$ cat src/rtl/emb_ser_pkg.sv
package emb_ser_pkg;

    typedef enum logic {
        MODE_DATA = 1'b0,
        MODE_SYNC = 1'b1
    } frame_mode_e;

    localparam logic START_LVL = 1'b1;
    localparam logic STOP_LVL  = 1'b0;

endpackage

$ cat src/rtl/ems_capture.sv
module ems_capture #(
    parameter int unsigned WORD_W = 10
) (
    input  logic              clk,
    input  logic              rst_n,
    input  logic              ref_clk,
    input  logic              cap_rise,
    input  logic [WORD_W-1:0] din,
    output logic [WORD_W-1:0] word
);

    typedef struct packed {
        logic              ref_q;
        logic [WORD_W-1:0] word;
    } cap_s;

    cap_s q, d;
    logic edge_hit;

    always_comb begin
        d = q;
        d.ref_q = ref_clk;
        if (cap_rise) begin
            edge_hit = ref_clk & ~q.ref_q;
        end else begin
            edge_hit = ~ref_clk & q.ref_q;
        end
        if (edge_hit) begin
            d.word = din;
        end
    end

    always_ff @(posedge clk or negedge rst_n) begin
        if (!rst_n) begin
            q <= '0;
        end else begin
            q <= d;
        end
    end

    assign word = q.word;

    // a selected edge loads the word seen in that cycle
    a_r3_edge_capture: assert property (@(posedge clk) disable iff (!rst_n)
        edge_hit |=> (word == $past(din)));

    // with no selected edge the captured word stays put
    a_r4_word_kept: assert property (@(posedge clk) disable iff (!rst_n)
        (ref_clk == q.ref_q) |=> $stable(word));

endmodule

$ cat src/rtl/ems_shifter.sv
module ems_shifter
    import emb_ser_pkg::*;
#(
    parameter int unsigned WORD_W = 10
) (
    input  logic              clk,
    input  logic              rst_n,
    input  logic              hold_off,
    input  logic              sync_req,
    input  logic [WORD_W-1:0] word,
    output logic              ser_bit,
    output logic              at_start
);

    localparam int unsigned FRAME_W   = WORD_W + 2;
    localparam int unsigned SYNC_ONES = FRAME_W / 2;
    localparam int unsigned CNT_W     = $clog2(FRAME_W);
    localparam logic [CNT_W-1:0] LAST_POS = CNT_W'(FRAME_W - 1);
    localparam logic [CNT_W-1:0] SYNC_POS = CNT_W'(SYNC_ONES);

    typedef struct packed {
        logic [CNT_W-1:0]   cnt;
        logic [FRAME_W-1:0] sh;
        frame_mode_e        mode;
    } shf_s;

    shf_s q, d;
    logic [FRAME_W-1:0] sync_sym;
    logic [FRAME_W-1:0] data_sym;
    logic [FRAME_W-1:0] next_sym;

    always_comb begin
        for (int unsigned i = 0; i < FRAME_W; i++) begin
            sync_sym[i] = (i < SYNC_ONES);
        end
        data_sym = {STOP_LVL, word, START_LVL};
        next_sym = sync_req ? sync_sym : data_sym;

        d = q;
        if (hold_off || (q.cnt == LAST_POS)) begin
            d.cnt  = '0;
            d.sh   = next_sym;
            d.mode = sync_req ? MODE_SYNC : MODE_DATA;
        end else begin
            d.cnt = q.cnt + 1'b1;
            d.sh  = {1'b0, q.sh[FRAME_W-1:1]};
        end
    end

    always_ff @(posedge clk or negedge rst_n) begin
        if (!rst_n) begin
            q.cnt  <= '0;
            q.sh   <= {STOP_LVL, {WORD_W{1'b0}}, START_LVL};
            q.mode <= MODE_DATA;
        end else begin
            q <= d;
        end
    end

    assign ser_bit  = q.sh[0];
    assign at_start = (q.cnt == '0);

    // first bit of every data symbol is the start level
    a_r1_start_bit: assert property (@(posedge clk) disable iff (!rst_n)
        (!hold_off && at_start && q.mode == MODE_DATA) |-> (ser_bit == START_LVL));

    // last bit of every symbol is low, so the next start bit is a rise
    a_r2_stop_bit: assert property (@(posedge clk) disable iff (!rst_n)
        (!hold_off && q.cnt == LAST_POS) |-> (ser_bit == 1'b0));

    // training symbol is ones in the first half, zeros in the second
    a_r5_sync_shape: assert property (@(posedge clk) disable iff (!rst_n)
        (q.mode == MODE_SYNC) |-> (ser_bit == (q.cnt < SYNC_POS)));

    // inside a symbol the shifter only moves, it never reloads
    a_r4_no_midframe_load: assert property (@(posedge clk) disable iff (!rst_n)
        (!hold_off && q.cnt != LAST_POS)
        |=> (q.sh[FRAME_W-2:0] == $past(q.sh[FRAME_W-1:1])) && $stable(q.mode));

    // while parked the counter stays at the first position
    a_r6_parked_count: assert property (@(posedge clk) disable iff (!rst_n)
        hold_off |=> at_start);

endmodule

$ cat src/rtl/emb_clk_serializer.sv
module emb_clk_serializer #(
    parameter int unsigned WORD_W = 10
) (
    input  logic              bit_clk,
    input  logic              rst_n,
    input  logic              ref_clk,
    input  logic              cap_rise,
    input  logic [WORD_W-1:0] par_data,
    input  logic              sync_req,
    input  logic              pwr_down,
    input  logic              out_en,
    output logic              ser_dat,
    output logic              ser_oe
);

    typedef struct packed {
        logic pd;
    } top_s;

    top_s q, d;
    logic [WORD_W-1:0] cap_word;
    logic              shf_bit;
    logic              shf_start;

    always_comb begin
        d    = q;
        d.pd = pwr_down;
    end

    always_ff @(posedge bit_clk or negedge rst_n) begin
        if (!rst_n) begin
            q.pd <= 1'b1;
        end else begin
            q <= d;
        end
    end

    ems_capture #(.WORD_W(WORD_W)) u_capture (
        .clk      (bit_clk),
        .rst_n    (rst_n),
        .ref_clk  (ref_clk),
        .cap_rise (cap_rise),
        .din      (par_data),
        .word     (cap_word)
    );

    ems_shifter #(.WORD_W(WORD_W)) u_shifter (
        .clk      (bit_clk),
        .rst_n    (rst_n),
        .hold_off (q.pd),
        .sync_req (sync_req),
        .word     (cap_word),
        .ser_bit  (shf_bit),
        .at_start (shf_start)
    );

    assign ser_oe  = out_en & ~q.pd;
    assign ser_dat = ser_oe & shf_bit;

    // leaving powerdown always lands on the first symbol position
    a_r7_clean_restart: assert property (@(posedge bit_clk) disable iff (!rst_n)
        q.pd |=> (q.pd || shf_start));

    // a registered powerdown request releases the line on the next edge
    a_r6_line_released: assert property (@(posedge bit_clk) disable iff (!rst_n)
        pwr_down |=> !ser_oe);

endmodule

$ cat config.mk
export PLATFORM = sky130hd
export DESIGN_NAME = emb_clk_serializer
export DESIGN_NICKNAME = d
export VERILOG_FILES = /design/src/rtl/emb_ser_pkg.sv /design/src/rtl/ems_capture.sv /design/src/rtl/ems_shifter.sv /design/src/rtl/emb_clk_serializer.sv
export SDC_FILE = /design/constraint.sdc
export NUM_CORES = 1
export LEC_CHECK = 0
export BUFFER_PORTS_ARGS = -buffer_cell sky130_fd_sc_hd__buf_2
export CELL_PAD_IN_SITES_DETAIL_PLACEMENT = 1
export CELL_PAD_IN_SITES_GLOBAL_PLACEMENT = 1
export CORE_MARGIN = 3
export CORE_UTILIZATION = 45
export CTS_CLUSTER_DIAMETER = 200
export DETAILED_ROUTE_END_ITERATION = 12
export PLACE_DENSITY = 0.74
export SETUP_SLACK_MARGIN = 0.1
export SLEW_MARGIN = 25
export SYNTH_ARGS = -nofsm -noshare
export SYNTH_HDL_FRONTEND = slang
export SYNTH_SLANG_ARGS = --single-unit
$ cat constraint.sdc
create_clock -name bit_clk -period 2.1 [get_ports bit_clk]
set_clock_uncertainty 0.05 [all_clocks]
set_input_delay 0.315 -clock bit_clk [delete_from_list [all_inputs] [get_ports bit_clk]]
set_output_delay 0.315 -clock bit_clk [all_outputs]
set_load 0.005 [all_outputs]
==> impl_results.html <==
<table>
<tr><th>Metric</th><th>Value</th></tr>
<tr><th colspan="2">Yosys</th></tr>
<tr><td>Number of enable-type register cells in the synthesized netlist</td><td>0</td></tr>
<tr><td>Syn nets</td><td>97</td></tr>
<tr><td>Number of synthesized register bits</td><td>27</td></tr>
<tr><td>Netlist Area Pre-Place</td><td>1100 um^2</td></tr>
<tr><td>Most used standard cells in the synthesized netlist</td><td>sky130_fd_sc_hd__dfrtp_1 (25), sky130_fd_sc_hd__mux2_2 (14), sky130_fd_sc_hd__inv_1 (6), sky130_fd_sc_hd__nor2b_1 (6)</td></tr>
<tr><td>Synthesized-area fraction occupied by xor and xnor cells</td><td>0.0159</td></tr>
<tr><td>Leading cell type by number of instances after synthesis</td><td>sky130_fd_sc_hd__dfrtp_1</td></tr>
<tr><td>Async set-reset flop share out of synthesis</td><td>1.00</td></tr>
<tr><td>Largest family of logic cells by synthesized area</td><td>multiplexers</td></tr>
<tr><td>Average footprint of a synthesized cell</td><td>roughly 14 um^2</td></tr>
<tr><td>Top flip-flop cell by instance count after synthesis</td><td>sky130_fd_sc_hd__dfrtp_1</td></tr>
<tr><td>Number of distinct standard cells referenced by the synthesized netlist</td><td>19</td></tr>
<tr><td>Area share of the largest cell type after synthesis</td><td>0.568</td></tr>
<tr><td>Instance count of the mapped netlist</td><td>a little under 80</td></tr>
<tr><td>Synth Area in Compound Gates</td><td>0.0375</td></tr>
<tr><td>Sequential-to-total area share from yosys stat</td><td>0.616</td></tr>
<tr><td>Mux cell area share after synthesis</td><td>0.189</td></tr>
<tr><td>Area fraction in and, or, nand and nor cells after synthesis</td><td>0.100</td></tr>
<tr><td>Synthesis warning total</td><td>0</td></tr>
<tr><td>Largest area contributor in the netlist</td><td>sky130_fd_sc_hd__dfrtp_1</td></tr>
<tr><td>Synth Area in Adders</td><td>0.0114</td></tr>
<tr><td>Top cells by area in the synthesized netlist</td><td>sky130_fd_sc_hd__dfrtp_1 (57%), sky130_fd_sc_hd__mux2_2 (14%), sky130_fd_sc_hd__dfstp_2 (4.8%)</td></tr>
<tr><th colspan="2">Power</th></tr>
<tr><td>Clk pwr share</td><td>0.240</td></tr>
<tr><td>Switching power summed over all nets</td><td>roughly 0.00026 W</td></tr>
<tr><td>Power Density</td><td>793 nW/um^2</td></tr>
<tr><td>Proportion of power drawn by flip-flops and latches</td><td>0.618</td></tr>
<tr><td>Worst-case vdd ir drop</td><td>roughly 0.5 mV</td></tr>
<tr><td>Switching fraction of total power</td><td>0.254</td></tr>
<tr><td>Combinational cell fraction of total power</td><td>0.143</td></tr>
<tr><td>Overall Power</td><td>0.00101 W</td></tr>
<tr><td>Internal power component</td><td>~0.00075 W</td></tr>
<tr><td>Leak</td><td>just over 0.6 nW</td></tr>
<tr><th colspan="2">Floorplanning</th></tr>
<tr><td>Core Region</td><td>roughly 2300 um^2</td></tr>
<tr><td>Number of placement rows</td><td>17</td></tr>
<tr><td>Die boundary width</td><td>approximately 55 um</td></tr>
<tr><td>Total die area</td><td>between 3000 and 4000 um^2</td></tr>
<tr><td>I/O pins</td><td>19</td></tr>
<tr><td>Height of the die</td><td>between 50 and 60 um</td></tr>
<tr><td>Initial core utilization</td><td>0.484</td></tr>
<tr><th colspan="2">Timing</th></tr>
<tr><td>Setup violators final</td><td>0</td></tr>
<tr><td>Pins over their slew limit</td><td>0</td></tr>
<tr><td>Time the worst path needs with I/O delays and setup</td><td>between 1.5 and 2 ns</td></tr>
<tr><td>Endpoints failing hold</td><td>0</td></tr>
<tr><td>Final TNS setup</td><td>0 ns</td></tr>
<tr><td>Maximum frequency from static timing analysis</td><td>about 630 MHz</td></tr>
<tr><td>RSZ-0062 raised after global routing</td><td>no</td></tr>
<tr><td>Final worst path period share</td><td>0.760</td></tr>
<tr><td>Slew at the pin closest to its max-slew limit</td><td>0.596 ns</td></tr>
<tr><td>Minimum setup slack in the final design</td><td>slightly above 0.5 ns</td></tr>
<tr><td>Max-slew headroom</td><td>0.602</td></tr>
<tr><th colspan="2">Placement</th></tr>
<tr><td>RD Place Congestion</td><td>0.679</td></tr>
<tr><td>Hpwl dp</td><td>1300 um</td></tr>
<tr><td>I/O Buffers</td><td>18</td></tr>
<tr><td>Placed cell count</td><td>between 100 and 150</td></tr>
<tr><td>Setup Slack @ Placement</td><td>about 0.54 ns</td></tr>
<tr><th colspan="2">Layout</th></tr>
<tr><td>Area overhead of the layout relative to synthesis</td><td>15.7%</td></tr>
<tr><td>Final core occ</td><td>0.560</td></tr>
<tr><td>Number of diodes</td><td>0</td></tr>
<tr><td>Non-Filler Instances</td><td>130</td></tr>
<tr><td>Count of nets after finishing</td><td>about 120</td></tr>
<tr><td>Share of final-layout standard cells stronger than drive strength 1</td><td>0.402</td></tr>
<tr><th colspan="2">Worst hold path</th></tr>
<tr><td>Min-Delay Startpoint</td><td>ref_clk</td></tr>
<tr><td>Type of the tightest min-delay check</td><td>input port to flop</td></tr>
<tr><th colspan="2">Routing</th></tr>
<tr><td>Routed length per instance</td><td>between 10 and 15 um</td></tr>
<tr><td>DRC violations left</td><td>0</td></tr>
<tr><td>DR pass1 iterations</td><td>2</td></tr>
<tr><td>Antenna Violating Nets Remaining</td><td>0</td></tr>
<tr><td>Drt via density</td><td>around 4.9</td></tr>
<tr><td>Post-Route WL</td><td>roughly 1800 um</td></tr>
<tr><td>DR vias</td><td>631</td></tr>
<tr><td>Detailed router's first-iteration violation count</td><td>9</td></tr>
<tr><th colspan="2">CTS</th></tr>
<tr><td>Source-to-sink clock delay at the later pin of the worst-skew pair</td><td>between 0.3 and 0.4 ns</td></tr>
<tr><td>Sinks on Clock Net</td><td>27</td></tr>
<tr><td>TritonCTS clock tree</td><td>yes</td></tr>
<tr><td>Number of cells upsized or downsized after cts</td><td>0</td></tr>
<tr><td>H-tree depth reported by CTS</td><td>1</td></tr>
<tr><td>Cts-stage hold buffer count</td><td>1</td></tr>
<tr><td>Reg clk slew, reported paths</td><td>roughly 0.16 ns</td></tr>
<tr><td>Clk root buf</td><td>sky130_fd_sc_hd__clkbuf_4</td></tr>
<tr><td>Total setup buffers inserted after CTS</td><td>0</td></tr>
<tr><td>Num CTS Buffers</td><td>3</td></tr>
<tr><td>Maximum count of clock buffers along a single path</td><td>2</td></tr>
<tr><th colspan="2">Run</th></tr>
<tr><td>Max-capacitance violation count</td><td>0</td></tr>
<tr><th colspan="2">Setup path</th></tr>
<tr><td>Highest-delay cell along the critical path</td><td>sky130_fd_sc_hd__dfstp_2</td></tr>
<tr><td>Required time at the endpoint of the critical path</td><td>1.74 ns</td></tr>
<tr><td>Data arrival time at the worst-slack endpoint</td><td>~1.2 ns</td></tr>
<tr><td>Nature of the critical path startpoint</td><td>flop</td></tr>
<tr><td>Highest fanout seen on the critical path</td><td>2</td></tr>
<tr><td>Start point of the critical path</td><td>q$_DFF_PN1_</td></tr>
<tr><td>Cell family with the largest share of critical-path delay</td><td>flip-flops</td></tr>
<tr><td>Capturing element type of the critical path</td><td>primary output</td></tr>
<tr><td>Critical-path cell list</td><td>nor2b_1, and2_1, buf_2</td></tr>
<tr><td>Startpoint of the worst register-to-register path</td><td>u_shifter.q[13]$_DFF_PN0_</td></tr>
<tr><td>Classification of the worst setup path</td><td>flop to primary output</td></tr>
<tr><td>Peak per-stage delay on the critical path</td><td>between 0.5 and 0.6 ns</td></tr>
<tr><td>Worst Path Buf+Inv</td><td>1</td></tr>
<tr><th colspan="2">Global routing</th></tr>
<tr><td>Layer with the highest usage</td><td>met2</td></tr>
<tr><td>Largest net degree at the start of global routing</td><td>28</td></tr>
<tr><td>Met2 Track Usage GR</td><td>0.220</td></tr>
<tr><td>Initial antenna violation count</td><td>0</td></tr>
<tr><td>GR Util met1</td><td>0.172</td></tr>
<tr><td>Wire length of the first global-routing pass</td><td>around 3200 um</td></tr>
<tr><td>Via count of the first global-routing pass</td><td>689</td></tr>
<tr><td>Global routing usage summed across all routing layers</td><td>0.138</td></tr>
<tr><td>Overflow left after global routing</td><td>0</td></tr>
<tr><td>Met3 usage</td><td>0.0561</td></tr>
<tr><th colspan="2">Status</th></tr>
<tr><td>Status</td><td>finished, final reports clean</td></tr>
</table>
metal layers:
metal,part of all wire,routed length (um)
met3,0.050,90
met1,0.43,782
met5,0,0
met4,0.013,24
met2,0.51,921
layout make-up:
class,count,area (um^2)
Tap cell,28,35.0
Clock inverter,1,8.76
Multi-Input combinational cell,44,389
Clock buffer,3,22.5
Inverter,6,22.5
Fill cell,237,1000
Sequential cell,27,678
Timing Repair Buffer,21,118
state kept, by name (all words and copies together) (netlist names):
register and flops:
u_shifter.ser_bit 1, u_shifter.q 14, u_capture.word 10, q 1
u_capture.q 1
placed cells by master, fill, tap and decap left out:
cell / instances
sky130_fd_sc_hd__mux2i_1: 5
sky130_fd_sc_hd__dfrtp_1: 25
sky130_fd_sc_hd__mux2_2: 14
sky130_fd_sc_hd__inv_6: 1
sky130_fd_sc_hd__buf_4: 1
sky130_fd_sc_hd__nand2b_1: 2
sky130_fd_sc_hd__dfstp_2: 2
sky130_fd_sc_hd__nand2_1: 1
sky130_fd_sc_hd__xor2_1: 1
sky130_fd_sc_hd__xnor2_1: 1
sky130_fd_sc_hd__nor2_1: 5
sky130_fd_sc_hd__inv_1: 6
sky130_fd_sc_hd__dlygate4sd3_1: 2
sky130_fd_sc_hd__clkbuf_4: 3
sky130_fd_sc_hd__nor3b_1: 1
sky130_fd_sc_hd__nand3_1: 1
sky130_fd_sc_hd__a31oi_4: 1
sky130_fd_sc_hd__o22ai_4: 1
sky130_fd_sc_hd__and2_1: 4
sky130_fd_sc_hd__buf_2: 18
sky130_fd_sc_hd__nor2b_1: 6
sky130_fd_sc_hd__ha_1: 1
power by group through the flow:
stage	Clock (W)	Sequential, W	Combinational [W]
finish	0.000242	0.000624	0.000144
global route	0.000275	0.000633	0.000164
CTS	0.000254	0.000625	0.000146
detailed placement	0	0.000635	0.000143
global placement	0	0.000631	0.000137
floorplan	0	0.000623	0.000101
path summary, 6_finish.rpt:
kind,endpoint,slack (ns),cells past startpoint
worst min register to register,u_shifter.q[13]$_DFF_PN0_,0.43,1
worst min-delay path,u_capture.q[10]$_DFF_PN0_,0.04,1
worst max-delay path,ser_dat,0.50,3
max in group asynchronous,u_capture.word[1]$_DFFE_PN0P_,1.16,2
worst max register to register,u_shifter.q[6]$_DFF_PN0_,0.53,4
min in group asynchronous,u_capture.word[7]$_DFFE_PN0P_,0.44,2
cells by family after synthesis:
group	after synthesis
AO/OA/AOI/OAI	2
XOR/XNOR	2
adder cells (fa/ha/maj)	1
buffers and inverters	8
flip-flops	27
multiplexers	19
AND/OR/NAND/NOR	20
metrics by stage:
stage | cell area, um^2 | hold slack (ns)
finish | 1270 | 0.0393
floorplan | 1100 | -0.0306
detailed placement | 1220 | 0.295
CTS | 1260 | 0.00339
global placement | 1220 | 0.303
global route | 1270 | 0.0142
Power figures use the tool's default switching activity.
